==> src/rtl/rsvd_mc_ctrl.sv <==
module rsvd_mc_ctrl #(
  parameter int GAP_CYC = 4,
  parameter logic [4:0] FIRST_RSVD = 5'd22
) (
  input  logic clk,
  input  logic rst_n,
  input  logic cmd_stb,
  input  logic cmd_ok,
  input  logic cmd_tr,
  input  logic [4:0] cmd_code,
  input  logic cmd_bcast,
  input  logic cmd_bus,
  input  logic [31-FIRST_RSVD:0] illeg_tbl,
  input  logic simple_mc,
  input  logic data_stb,
  output logic me_set,
  output logic me_clr,
  output logic bcr_set,
  output logic stat_tx,
  output logic data_tx,
  output logic buf_rd,
  output logic buf_wr,
  output logic buf_desc4,
  output logic desc_we,
  output logic desc_dbac,
  output logic desc_bcast,
  output logic desc_dpb_tgl,
  output logic info_we,
  output logic info_ilcmd,
  output logic info_merr,
  output logic info_wcterr,
  output logic info_busid,
  output logic irq_ilcmd,
  output logic irq_iwa,
  output logic irq_ibr,
  output logic irq_merr
);
  localparam int CW = $clog2(GAP_CYC + 1);

  typedef enum logic [2:0] {IDLE, EVAL, WAIT_DATA, RESPOND, WRITEBACK} st_t;
  typedef enum logic [1:0] {OC_ILL, OC_TX, OC_RX, OC_MISS} oc_t;

  st_t state;
  oc_t oc;
  logic [CW-1:0] cnt;
  logic ok_q, tr_q, bc_q, bus_q, ill_q, smc_q;
  logic [4:0] idx;

  assign idx = cmd_code - FIRST_RSVD;

  always_ff @(posedge clk or negedge rst_n) begin
    if (!rst_n) begin
      state <= IDLE;
      oc    <= OC_ILL;
      cnt   <= '0;
      {ok_q, tr_q, bc_q, bus_q, ill_q, smc_q} <= '0;
    end else begin
      case (state)
        IDLE: if (cmd_stb) begin
          ok_q  <= cmd_ok && (cmd_code >= FIRST_RSVD);
          ill_q <= (cmd_code >= FIRST_RSVD) && illeg_tbl[idx];
          tr_q  <= cmd_tr;
          bc_q  <= cmd_bcast;
          bus_q <= cmd_bus;
          smc_q <= simple_mc;
          state <= EVAL;
        end
        EVAL: begin
          cnt <= '0;
          if (!ok_q)      state <= IDLE;
          else if (ill_q) begin oc <= OC_ILL; state <= RESPOND; end
          else if (tr_q)  begin oc <= OC_TX;  state <= RESPOND; end
          else            state <= WAIT_DATA;
        end
        WAIT_DATA: begin
          if (data_stb) begin
            oc <= OC_RX; state <= RESPOND;
          end else if (cnt == CW'(GAP_CYC - 1)) begin
            oc <= OC_MISS; state <= RESPOND;
          end else begin
            cnt <= cnt + 1'b1;
          end
        end
        RESPOND:   state <= WRITEBACK;
        default:   state <= IDLE;
      endcase
    end
  end

  logic rs, wb, o_ill, o_tx, o_rx, o_miss;
  assign rs     = state == RESPOND;
  assign wb     = state == WRITEBACK;
  assign o_ill  = oc == OC_ILL;
  assign o_tx   = oc == OC_TX;
  assign o_rx   = oc == OC_RX;
  assign o_miss = oc == OC_MISS;

  assign me_set  = rs & (o_ill | o_miss);
  assign me_clr  = rs & (o_tx | o_rx);
  assign bcr_set = rs & bc_q & (o_rx | o_miss);
  assign stat_tx = rs & (o_ill | o_tx | (o_rx & ~bc_q));
  assign data_tx = rs & o_tx;
  assign buf_rd  = rs & o_tx;
  assign buf_wr  = rs & o_rx;
  assign buf_desc4 = smc_q & rs & (o_tx | o_rx);

  assign desc_we      = wb;
  assign desc_dbac    = wb & ~o_rx;
  assign desc_bcast   = wb & bc_q & (o_rx | o_miss);
  assign desc_dpb_tgl = wb;
  assign info_we      = wb;
  assign info_ilcmd   = wb & o_ill;
  assign info_merr    = wb & (o_ill | o_miss);
  assign info_wcterr  = wb & o_miss;
  assign info_busid   = wb & bus_q;
  assign irq_ilcmd    = wb & o_ill;
  assign irq_iwa      = wb & ~o_ill;
  assign irq_ibr      = wb & bc_q & (o_rx | o_miss);
  assign irq_merr     = wb & o_miss;

  a_r7_wb_after_me: assert property (@(posedge clk) disable iff (!rst_n)
    (me_set || me_clr) |=> (desc_we && info_we && desc_dpb_tgl));
  a_r4_data_stored: assert property (@(posedge clk) disable iff (!rst_n)
    (state == WAIT_DATA && data_stb) |=> (buf_wr && me_clr));
  a_r6_gap_expiry: assert property (@(posedge clk) disable iff (!rst_n)
    (state == WAIT_DATA && !data_stb && cnt == CW'(GAP_CYC - 1)) |=> (me_set && !stat_tx));
  a_r5_bc_silent: assert property (@(posedge clk) disable iff (!rst_n)
    bcr_set |-> !stat_tx);
  a_r2_ilcmd_origin: assert property (@(posedge clk) disable iff (!rst_n)
    irq_ilcmd |-> ($past(me_set) && !$past(data_tx) && $past(stat_tx)));
endmodule

==> config.mk <==
export PLATFORM = sky130hd
export DESIGN_NAME = rsvd_mc_ctrl
export DESIGN_NICKNAME = d
export VERILOG_FILES = /design/src/rtl/rsvd_mc_ctrl.sv
export SDC_FILE = /design/constraint.sdc
export NUM_CORES = 1
export LEC_CHECK = 0
export BUFFER_PORTS_ARGS = -buffer_cell sky130_fd_sc_hd__buf_2
export CAP_MARGIN = 0
export CORE_AREA = 5 5 54 56
export DETAILED_ROUTE_END_ITERATION = 12
export DIE_AREA = 0 0 59 61
export PLACE_DENSITY = 0.73
export SYNTH_ARGS = -nofsm -noshare
export SYNTH_HDL_FRONTEND = slang
export SYNTH_SLANG_ARGS = --single-unit
==> constraint.sdc <==
create_clock -name clk -period 1.6 [get_ports clk]
set_input_delay 0.4 -clock clk [delete_from_list [all_inputs] [get_ports clk]]
set_output_delay 0.4 -clock clk [all_outputs]
set_load 0.02 [all_outputs]
# ---- Yosys cells after proc, flatten, opt, wreduce, memory -nomap -nowiden
# Cells that the tools add are included.
dict set report word_totals {
  regBits 14
  inputBits 24
  output_inout_bits 21
  elab_cells 80
}
dict set report classes {
  add_sub_neg 2
  magnitude_cmp 2
  n_eq_ne 14
  mux 18
  bitwise_logic 26
  n_reduce_logical 9
}
# op n
set ops {}
lappend ops {{1-bit AND} 18}
lappend ops {{3-bit 2-to-1 mux} 5}
lappend ops {{2-bit 2-to-1 mux} 6}
lappend ops {{3-bit case mux with 4 select lines} 1}
lappend ops {{3-bit by 2-bit == test with 1-bit output, second input constant} 3}
lappend ops {{2-bit inequality test, second input constant} 4}
lappend ops {{3-bit inequality test, second input constant} 2}
lappend ops {{3-bit case mux with 2 select lines} 1}
lappend ops {{5-bit >= comparator, second input constant} 1}
lappend ops {{5-bit < comparator, second input constant} 1}
lappend ops {{1-bit bitwise OR} 5}
lappend ops {{5-bit subtractor, second input constant} 1}
lappend ops {{1-bit binary-select mux with 4-bit select} 1}
lappend ops {{2-bit == test, second input constant} 2}
lappend ops {{2-bit case mux with 2 select lines} 1}
lappend ops {{2-bit AND reduction} 2}
lappend ops {{4-bit AND reduction} 1}
lappend ops {{3-bit by 1-bit adder with 3-bit output, second input constant} 1}
lappend ops {{3-bit by 1-bit == test with 1-bit output, second input constant} 1}
lappend ops {{3-bit == test, second input constant} 1}
lappend ops {{3-bit zero test} 1}
lappend ops {{1-bit 2-to-1 mux} 3}
lappend ops {{1-bit inverter} 3}
lappend ops {{3-bit AND reduction} 1}
lappend ops {{4 further kinds} 5}

# ---- Longest topological paths before layout
# Gate-level depths: netlist (run 1).
dict set report logic_depth {
  depth_word 4
  depth_mapped 6
  depth_no_buf 6
}

# ---- Worst setup path after synthesis (run 1)
# Ideal clock, no wire load.
dict set report synth_timing {
  kind {reg-to-output}
  startpoint {register state[2]}
  endpoint {output data_tx}
  arrival_time_ns 1.375
  t_required_ns 1.200
  path_slack_ns -0.175
  path_stages_with_launch 6
  path_buffers 2
  path_cell_list {dfrtp_1 > clkbuf_1 > or2_2 > inv_1 > and2_1 > buf_4}
}
dict set report synth_via {
  elab_chain_cells 2
}
# element line
set synth_lines {}
lappend synth_lines {{start, declared} 43} ;# st_t state;
lappend synth_lines {{start signal, assigned} 53} ;# state <= IDLE;
lappend synth_lines {{start signal, assigned} 66} ;# state <= EVAL;
lappend synth_lines {{start signal, assigned} 70} ;# if (!ok_q) state <= IDLE;
lappend synth_lines {{3-bit by 2-bit == test with 1-bit output} 91} ;# assign rs = state == RESPOND;
lappend synth_lines {{1-bit AND} -}
lappend synth_lines {{end, declared} 20} ;# output logic data_tx,
# Every way passes these cells.

# ---- Final worst setup path (run 1)
dict set report layout_timing {
  startpoint {register oc[1]}
  endpoint {output stat_tx}
}
dict set report layout_via {
  elab_chain_cells 4
  word_cells_on_any_way 7
  classes_between {2 x eq/ne; 4 x bitwise; 1 x reduce/logical}
}
# element line
set layout_lines {}
lappend layout_lines {{start, declared} 44} ;# oc_t oc;
lappend layout_lines {{start signal, assigned} 54} ;# oc <= OC_ILL;
lappend layout_lines {{start signal, assigned} 71} ;# else if (ill_q) begin oc <= OC_ILL; state <= RESPOND; end
lappend layout_lines {{start signal, assigned} 72} ;# else if (tr_q) begin oc <= OC_TX; state <= RESPOND; end
lappend layout_lines {{2-bit by 1-bit == test with 1-bit output, or another cell as far along} 94} ;# assign o_tx = oc == OC_TX;
lappend layout_lines {{1-bit bitwise OR / 1-bit AND (equally long branches)} 101} ;# assign stat_tx = rs & (o_ill | o_tx | (o_rx & ~bc_q));
lappend layout_lines {{1-bit bitwise OR (*)} 101}
lappend layout_lines {{1-bit AND (*)} 101}
lappend layout_lines {{end, declared} 19} ;# output logic stat_tx,
# Every way passes the cells marked *; elsewhere a longest branch is shown, timed or not.

==> results of run 1 <==
==> metal layers <==
layer | wire length [µm] | vias up | track usage [%]
li1 | - | 460 | -
met1 | 826 | 439 | 13.50
met2 | 1275 | 48 | 27.92
met3 | 246 | 2 | 2.553
met4 | 16 | 0 | 7.767
met5 | 0 | - | 0
==> cell usage in the layout (no fill, tap or decap), types with 3 or more instances in the layout <==
| cell | synthesis | final |
|---|---|---|
| dfrtp_1 | 14 | 12 |
| nand3_1 | 4 | 4 |
| buf_4 | 6 | 15 |
| clkbuf_4 | 0 | 3 |
| ha_4 | 0 | 4 |
| nor2_1 | 12 | 9 |
| buf_6 | 0 | 8 |
| o21ai_0 | 4 | 3 |
| nand2_1 | 19 | 17 |
| buf_2 | 1 | 34 |
| ha_1 | 7 | 3 |
| inv_1 | 7 | 4 |
==> metrics by stage <==
step	std cells	setup WS, ns	instance area [µm²]	TNS (ns)	hold slack, ns
2_1_floorplan	103	0.02409	949.7	0	0.1044
3_3_place_gp	176	-0.008238	1205	-0.008238	0.3105
3_5_place_dp	176	-0.04496	1205	-0.04496	0.3125
4_1_cts	184	-0.1612	1393	-2.292	0.004877
5_1_grt	185	-0.2487	1436	-3.912	0.009847
6_report	185	-0.1909	1436	-2.278	0.004323
==> logic make-up after synthesis <==
group                      Yosys count  share of synthesized area (%)
buffers and inverters               15                          8.555
AOI/OAI and AO/OA                   14                          10.96
xor gates and xnor gates             1                         0.9360
adders and majority gates            7                          9.358
and+or+nand+nor                     47                          23.80
DFF                                 14                          37.43
muxes                                5                          8.957
==> state kept, by name, summed over array words and instances (netlist names) <==
register,count
tr_q,1
bc_q,1
smc_q,1
oc,2
ill_q,1
ok_q,1
state,3
bus_q,1
cnt,3
==> worst max-delay path: stages, from the launching register on <==
cell	delay [ns]
dfrtp_2	0.46
inv_4	0.07
ha_4	0.17
a211oi_2	0.19
nor2_1	0.07
buf_4	0.15
==> worst paths after layout <==
| kind | endpoint | slack (ns) | from | cells past startpoint |
|---|---|---|---|---|
| min in group clk | bus_q | 0.31 | cmd_bus | 3 |
| setup reg to reg | oc[0] | 0.11 | state[2] | 6 |
| hold reg to reg | bus_q | 0.47 | bus_q | 2 |
| max in group asynchronous | oc[0] | 1.34 | rst_n | 1 |
| setup / recovery | stat_tx | -0.19 | oc[1] | 5 |
| hold / removal | cnt[2] | 0.004 | rst_n | 1 |
==> power groups by stage <==
stage	Combinational, µW	Sequential (µW)	Clock, µW
final	1130	641	189
after global routing	1230	660	220
after CTS	1050	617	202
after detailed placement	798	608	0
after global placement	772	600	0
after floorplan	564	576	0
==> what timing repair did <==
action	CTS	global route
pin swaps	6	6
hold endpoints to repair	0	0
setup endpoints to repair	21	27
hold buffers	0	0
resized for setup	34	9
buffers inserted	5	1
==> cell type report <==
cell class,instances,area [µm²]
fill,206,950.9
clock buffer,3,22.52
multi-input combinational,74,619.3
inverter,7,31.28
tap,30,37.54
sequential,14,352.8
timing repair buffer,57,372.9
==> flow_metrics.py, run 1 <==
metrics = {
    "global_routing": {
        "grt_overflow": 0,
        "grt_pass1_wl_um": 3815,
        "grt_pass1_vias": 963,
        "antenna_found_initial": 0,
        "track_usage_pct": 14.07,
        "grt_max_degree": 15,
    },
    "sta": {
        "fin_ws_ns": -0.1909,
        "period_share_pct": 111.9,
        "tightest_slew_ns": 0.2997,
        "finalSetupViolCount": 21,
        "finalCriticalPeriod_ns": 1.791,
        "relSlewSlack_pct": 79.77,
        "maxSlewViolCount": 0,
        "finClkSkew_ns": 0.0008457,
        "rsz0062_at_grt": "true",
        "fmax_mhz": 558.4,
        "hold_violations": 0,
    },
    "routing": {
        "drt_iter0_markers": 29,
        "vias": 949,
        "drc": 0,
        "firstDrtPassIters": 4,
        "wl_per_cell_um": 12.78,
        "totalWireLength_um": 2365,
        "ant_nets": 0,
        "via_per_inst": 5.130,
    },
    "synth": {
        "synthCells": 103,
        "synthArstFlopShare_pct": 100.0,
        "avgSynthCellArea_um2": 9.086,
        "synth_cell_type_count": 29,
        "ys_seq_area_share_pct": 37.43,
        "post-synth-top-count-cell": "nand2_1",
        "ys_top_cells_by_area": "dfrtp_1 37%, ha_1 9.4%, nand2_1 7.6%, mux4_1 5.6%, buf_4 4.8%",
        "ys_ff_latch": 14,
        "syn-num-nets": 134,
        "synth_top_area_share_pct": 37.43,
        "synth_ff_type": "dfrtp_1",
        "synth_largest_area_cell": "dfrtp_1",
        "synth_edf_count": 0,
        "netlist_area_um2": 935.9,
        "yosys_warnings": 0,
        "ys_top_cells_by_count": "19 x nand2_1, 14 x dfrtp_1, 12 x nor2_1, 7 x ha_1, 7 x inv_1",
    },
    "power": {
        "seq_power_share_pct": 32.7,
        "p_int_uw": 1143,
        "irDropWorstVdd_v": 0.0008496,
        "leakage_uw": 0.0007508,
        "combPwrFrac_pct": 57.7,
        "totalPowerFinal_uw": 1958,
        "power_switching_uw": 814.8,
        "swShare_pct": 41.61,
        "power_density_nw_per_um2": 1363,
        "power_frac_clock_pct": 9.6,
    },
    "clocking": {
        "cts_buffers": 3,
        "clk_pin_slew_worst_paths_ns": 0.07,
        "clock_path_buffers": 2,
        "clkSinkCount": 14,
        "tritoncts": "built",
        "htree_levels": 1,
        "clk_latency_ns": 0.27,
        "root_buffer": "clkbuf_4",
    },
    "run": {
        "cap_violations": 0,
    },
    "run_status": {
        "violations": "negative setup slack",
        "status": "complete, but fails checks",
    },
    "cells_and_area": {
        "final_core_util_pct": 60.17,
        "drive_above_1_share_pct": 54.19,
        "n_antenna_cell": 0,
        "syn_to_final_growth_pct": 53.48,
        "nets": 188,
    },
    "die": {
        "num_io_pins": 45,
        "core_um2": 2387,
        "dieWidth_um": 59,
        "die-area_um2": 3599,
        "num_rows": 18,
        "die_h_um": 61,
        "initial_utilization_pct": 39.20,
    },
    "critical_path": {
        "critPathKind": "reg -> out",
        "required_ns": 1.20,
        "worstSetupEndpointType": "primary output",
        "cp-start-kind": "flop",
        "cp.arrival_ns": 1.39,
        "path_max_fanout": 4,
    },
    "placement": {
        "routabilityCongestion": 0.7981,
        "hpwl_um": 1815,
        "io_buffers": 44,
    },
    "hold_path": {
        "min_path_type": "in -> async",
    },
}
Power figures use the tool's default switching activity.
==> inputs of run 2 (changes only) <==
==> config.mk (replaced) <==
export PLATFORM = sky130hd
export DESIGN_NAME = rsvd_mc_ctrl
export DESIGN_NICKNAME = d
export VERILOG_FILES = /design/src/rtl/rsvd_mc_ctrl.sv
export SDC_FILE = /design/constraint.sdc
export NUM_CORES = 1
export LEC_CHECK = 0
export ABC_AREA = 1
export BUFFER_PORTS_ARGS = -buffer_cell sky130_fd_sc_hd__buf_2
export CAP_MARGIN = 0
export CORE_AREA = 5 5 55 57
export DETAILED_ROUTE_END_ITERATION = 12
export DIE_AREA = 0 0 60 62
export PLACE_DENSITY = 0.74
export SYNTH_ARGS = -nofsm -noshare
export SYNTH_HDL_FRONTEND = slang
export SYNTH_SLANG_ARGS = --single-unit
==> run 2 against run 1 <==
Net effect:
- the flow finishes with violations (negative hold slack, negative setup slack)
- routed wire length increased by 18%
- core utilization increased by 4.7 points
- power increased by 6.8%
- critical path type unchanged
- highest routed layer unchanged
==> flow_metrics.py, run 2 <==
metrics = {
    "synth": {
        "synth_top_area_share_pct": 34.91,
        "synth_cell_type_count": 19,
        "netlist_area_um2": 1003,
        "avgSynthCellArea_um2": 7.168,
        "syn-num-nets": 171,
        "ys_top_cells_by_count": "30 x inv_1, 28 x nand2_1, 23 x nor2_1, 14 x dfrtp_1, 9 x nand3_1",
        "ys_ff_latch": 14,
        "ys_top_cells_by_area": "dfrtp_1 35%, inv_1 11%, nand2_1 10%, ha_1 8.7%, nor2_1 8.6%",
        "synth_edf_count": 0,
        "post-synth-top-count-cell": "inv_1",
        "ys_seq_area_share_pct": 34.91,
        "synth_ff_type": "dfrtp_1",
        "synthCells": 140,
        "yosys_warnings": 0,
        "synthArstFlopShare_pct": 100.0,
        "synth_largest_area_cell": "dfrtp_1",
    },
    "sta": {
        "rsz0062_at_grt": "true",
        "fmax_mhz": 532.7,
        "timing.hold.ws_ns": -0.003160,
        "maxSlewViolCount": 0,
        "fin_ws_ns": -0.2771,
        "hold_violations": 6,
        "period_share_pct": 117.3,
        "finClkSkew_ns": 0.005421,
        "relSlewSlack_pct": 79.08,
        "finalSetupViolCount": 21,
        "finalCriticalPeriod_ns": 1.877,
        "tightest_slew_ns": 0.3139,
    },
    "global_routing": {
        "grt_pass1_wl_um": 4443,
        "antenna_found_initial": 0,
        "grt_overflow": 0,
        "track_usage_pct": 15.87,
        "grt_max_degree": 15,
        "grt_pass1_vias": 1076,
    },
    "placement": {
        "hpwl_um": 1912,
        "routabilityCongestion": 0.8173,
        "place_inst": 213,
        "io_buffers": 44,
        "placed_area_um2": 1264,
    },
    "run_status": {
        "violations": "negative hold slack, negative setup slack",
        "status": "complete, but fails checks",
    },
    "critical_path": {
        "reg2reg_depth": 8,
        "path_cells": "inv_2 > nor3_4 > inv_4 > nor2_2 > buf_6",
        "cp-start-kind": "flop",
        "cp.arrival_ns": 1.48,
        "path_max_fanout": 5,
        "worstSetupEndpointType": "primary output",
        "max_stage_delay_ns": 0.41,
        "critPathKind": "reg -> out",
        "required_ns": 1.20,
        "cp_slowest_cell": "dfrtp_2",
    },
    "die": {
        "core_um2": 2432,
        "die_h_um": 62,
        "dieWidth_um": 60,
        "num_rows": 18,
        "die-area_um2": 3720,
        "initial_utilization_pct": 41.26,
        "num_io_pins": 45,
    },
    "routing": {
        "drt_iter0_markers": 29,
        "via_per_inst": 4.840,
        "firstDrtPassIters": 4,
        "totalWireLength_um": 2789,
        "wl_per_cell_um": 12.40,
        "vias": 1089,
        "drc": 0,
        "ant_nets": 0,
    },
    "clocking": {
        "clkSinkCount": 14,
        "htree_levels": 1,
        "cts_buffers": 3,
        "clock_path_buffers": 2,
        "root_buffer": "clkbuf_4",
        "clk_pin_slew_worst_paths_ns": 0.08,
        "clk_latency_ns": 0.28,
        "tritoncts": "built",
    },
    "cells_and_area": {
        "final_common_cell": "nand2_1",
        "layoutNonFillerInstCount": 225,
        "n_antenna_cell": 0,
        "drive_above_1_share_pct": 49.74,
        "nets": 228,
        "ff_latch_area_um2": 352.8,
        "reg.largest.list": "cnt x3, state x3, oc x2",
        "multi_input_area_um2": 613.1,
        "final_core_util_pct": 64.92,
        "fin_area_um2": 1579,
        "most-common-layout-cells": "27 x nand2_1, 26 x buf_2, 20 x inv_1",
        "syn_to_final_growth_pct": 57.36,
        "fillers": 180,
    },
    "hold_path": {
        "min_path_type": "in -> async",
    },
    "power": {
        "irDropWorstVdd_v": 0.0006894,
        "leakage_uw": 0.0008447,
        "power_density_nw_per_um2": 1325,
    },
    "run": {
        "cap_violations": 0,
    },
}
run 2: changes by cell type after synthesis, sizes merged, moves of 6 or more:
cell,before,now
nand2,19,29
inv,7,30
nand3,4,10
o21ai,4,10
nor2,12,23
run 2: final timing paths:
kind / startpoint / to / slack (ns)
setup reg to reg: cnt[0] / oc[0] / 0.11
setup / recovery: state[0] / buf_rd / -0.28
min in group clk: cmd_ok / ok_q / 0.34
hold reg to reg: cnt[1] / cnt[1] / 0.49
hold / removal: rst_n / cnt[1] / -0.003
max in group asynchronous: rst_n / state[1] / 1.35
run 2: where the power goes:
group	leakage, µW	switching (µW)	internal (µW)
sequential	0.000173	116	496
combinational	0.000658	712	571
clock	0.0000138	109	87.3
total	0.000845	937	1150
run 2: kinds of logic after synthesis:
group           Yosys count  synth area share [%]
fa+ha+maj                 7                 8.728
simple gates             66                 29.30
compound gates           14                 7.980
flops                    14                 34.91
mux                       3                 3.366
buf+inv                  36                 15.71
run 2: layout make-up:
class	count	share of cell area [%]
inverter	30	7.765
clock buffer	3	1.426
timing repair buffer	58	27.26
multi-input combinational	90	38.83
tap	30	2.377
sequential	14	22.35
run 2: per-stage QoR:
stage / total power [µW] / TNS, ns / worst slack [ns]
after floorplan: 1160 / -0.1489 / -0.04810
after global placement: 1370 / 0 / 0.08073
after detailed placement: 1413 / 0 / 0.008967
after CTS: 1915 / -2.243 / -0.2145
after global routing: 2268 / -4.574 / -0.3504
final: 2091 / -3.053 / -0.2771
run 2: critical path, delay by kind of cell, from the launching register on:
family / cells / cell delay [ns]
and+or+nand+nor: 2 / 0.45
DFF: 1 / 0.41
buffers and inverters: 3 / 0.33
run 2: layer usage:
| metal | track usage [%] | vias up | routed length [µm] |
|---|---|---|---|
| met5 | 0 | - | 0 |
| met4 | 9.494 | 0 | 75 |
| met3 | 2.066 | 7 | 212 |
| met2 | 30.09 | 52 | 1489 |
| met1 | 16.62 | 490 | 1012 |
| li1 | - | 540 | - |
run 2: timing repair:
| action | in CTS | in global routing |
|---|---|---|
| endpoints found under the setup margin | 21 | 22 |
| pin swaps | 13 | 7 |
| gates cloned | 0 | 0 |
| hold buffers | 0 | 0 |
| resized for setup | 52 | 22 |
| buffers inserted | 9 | 0 |
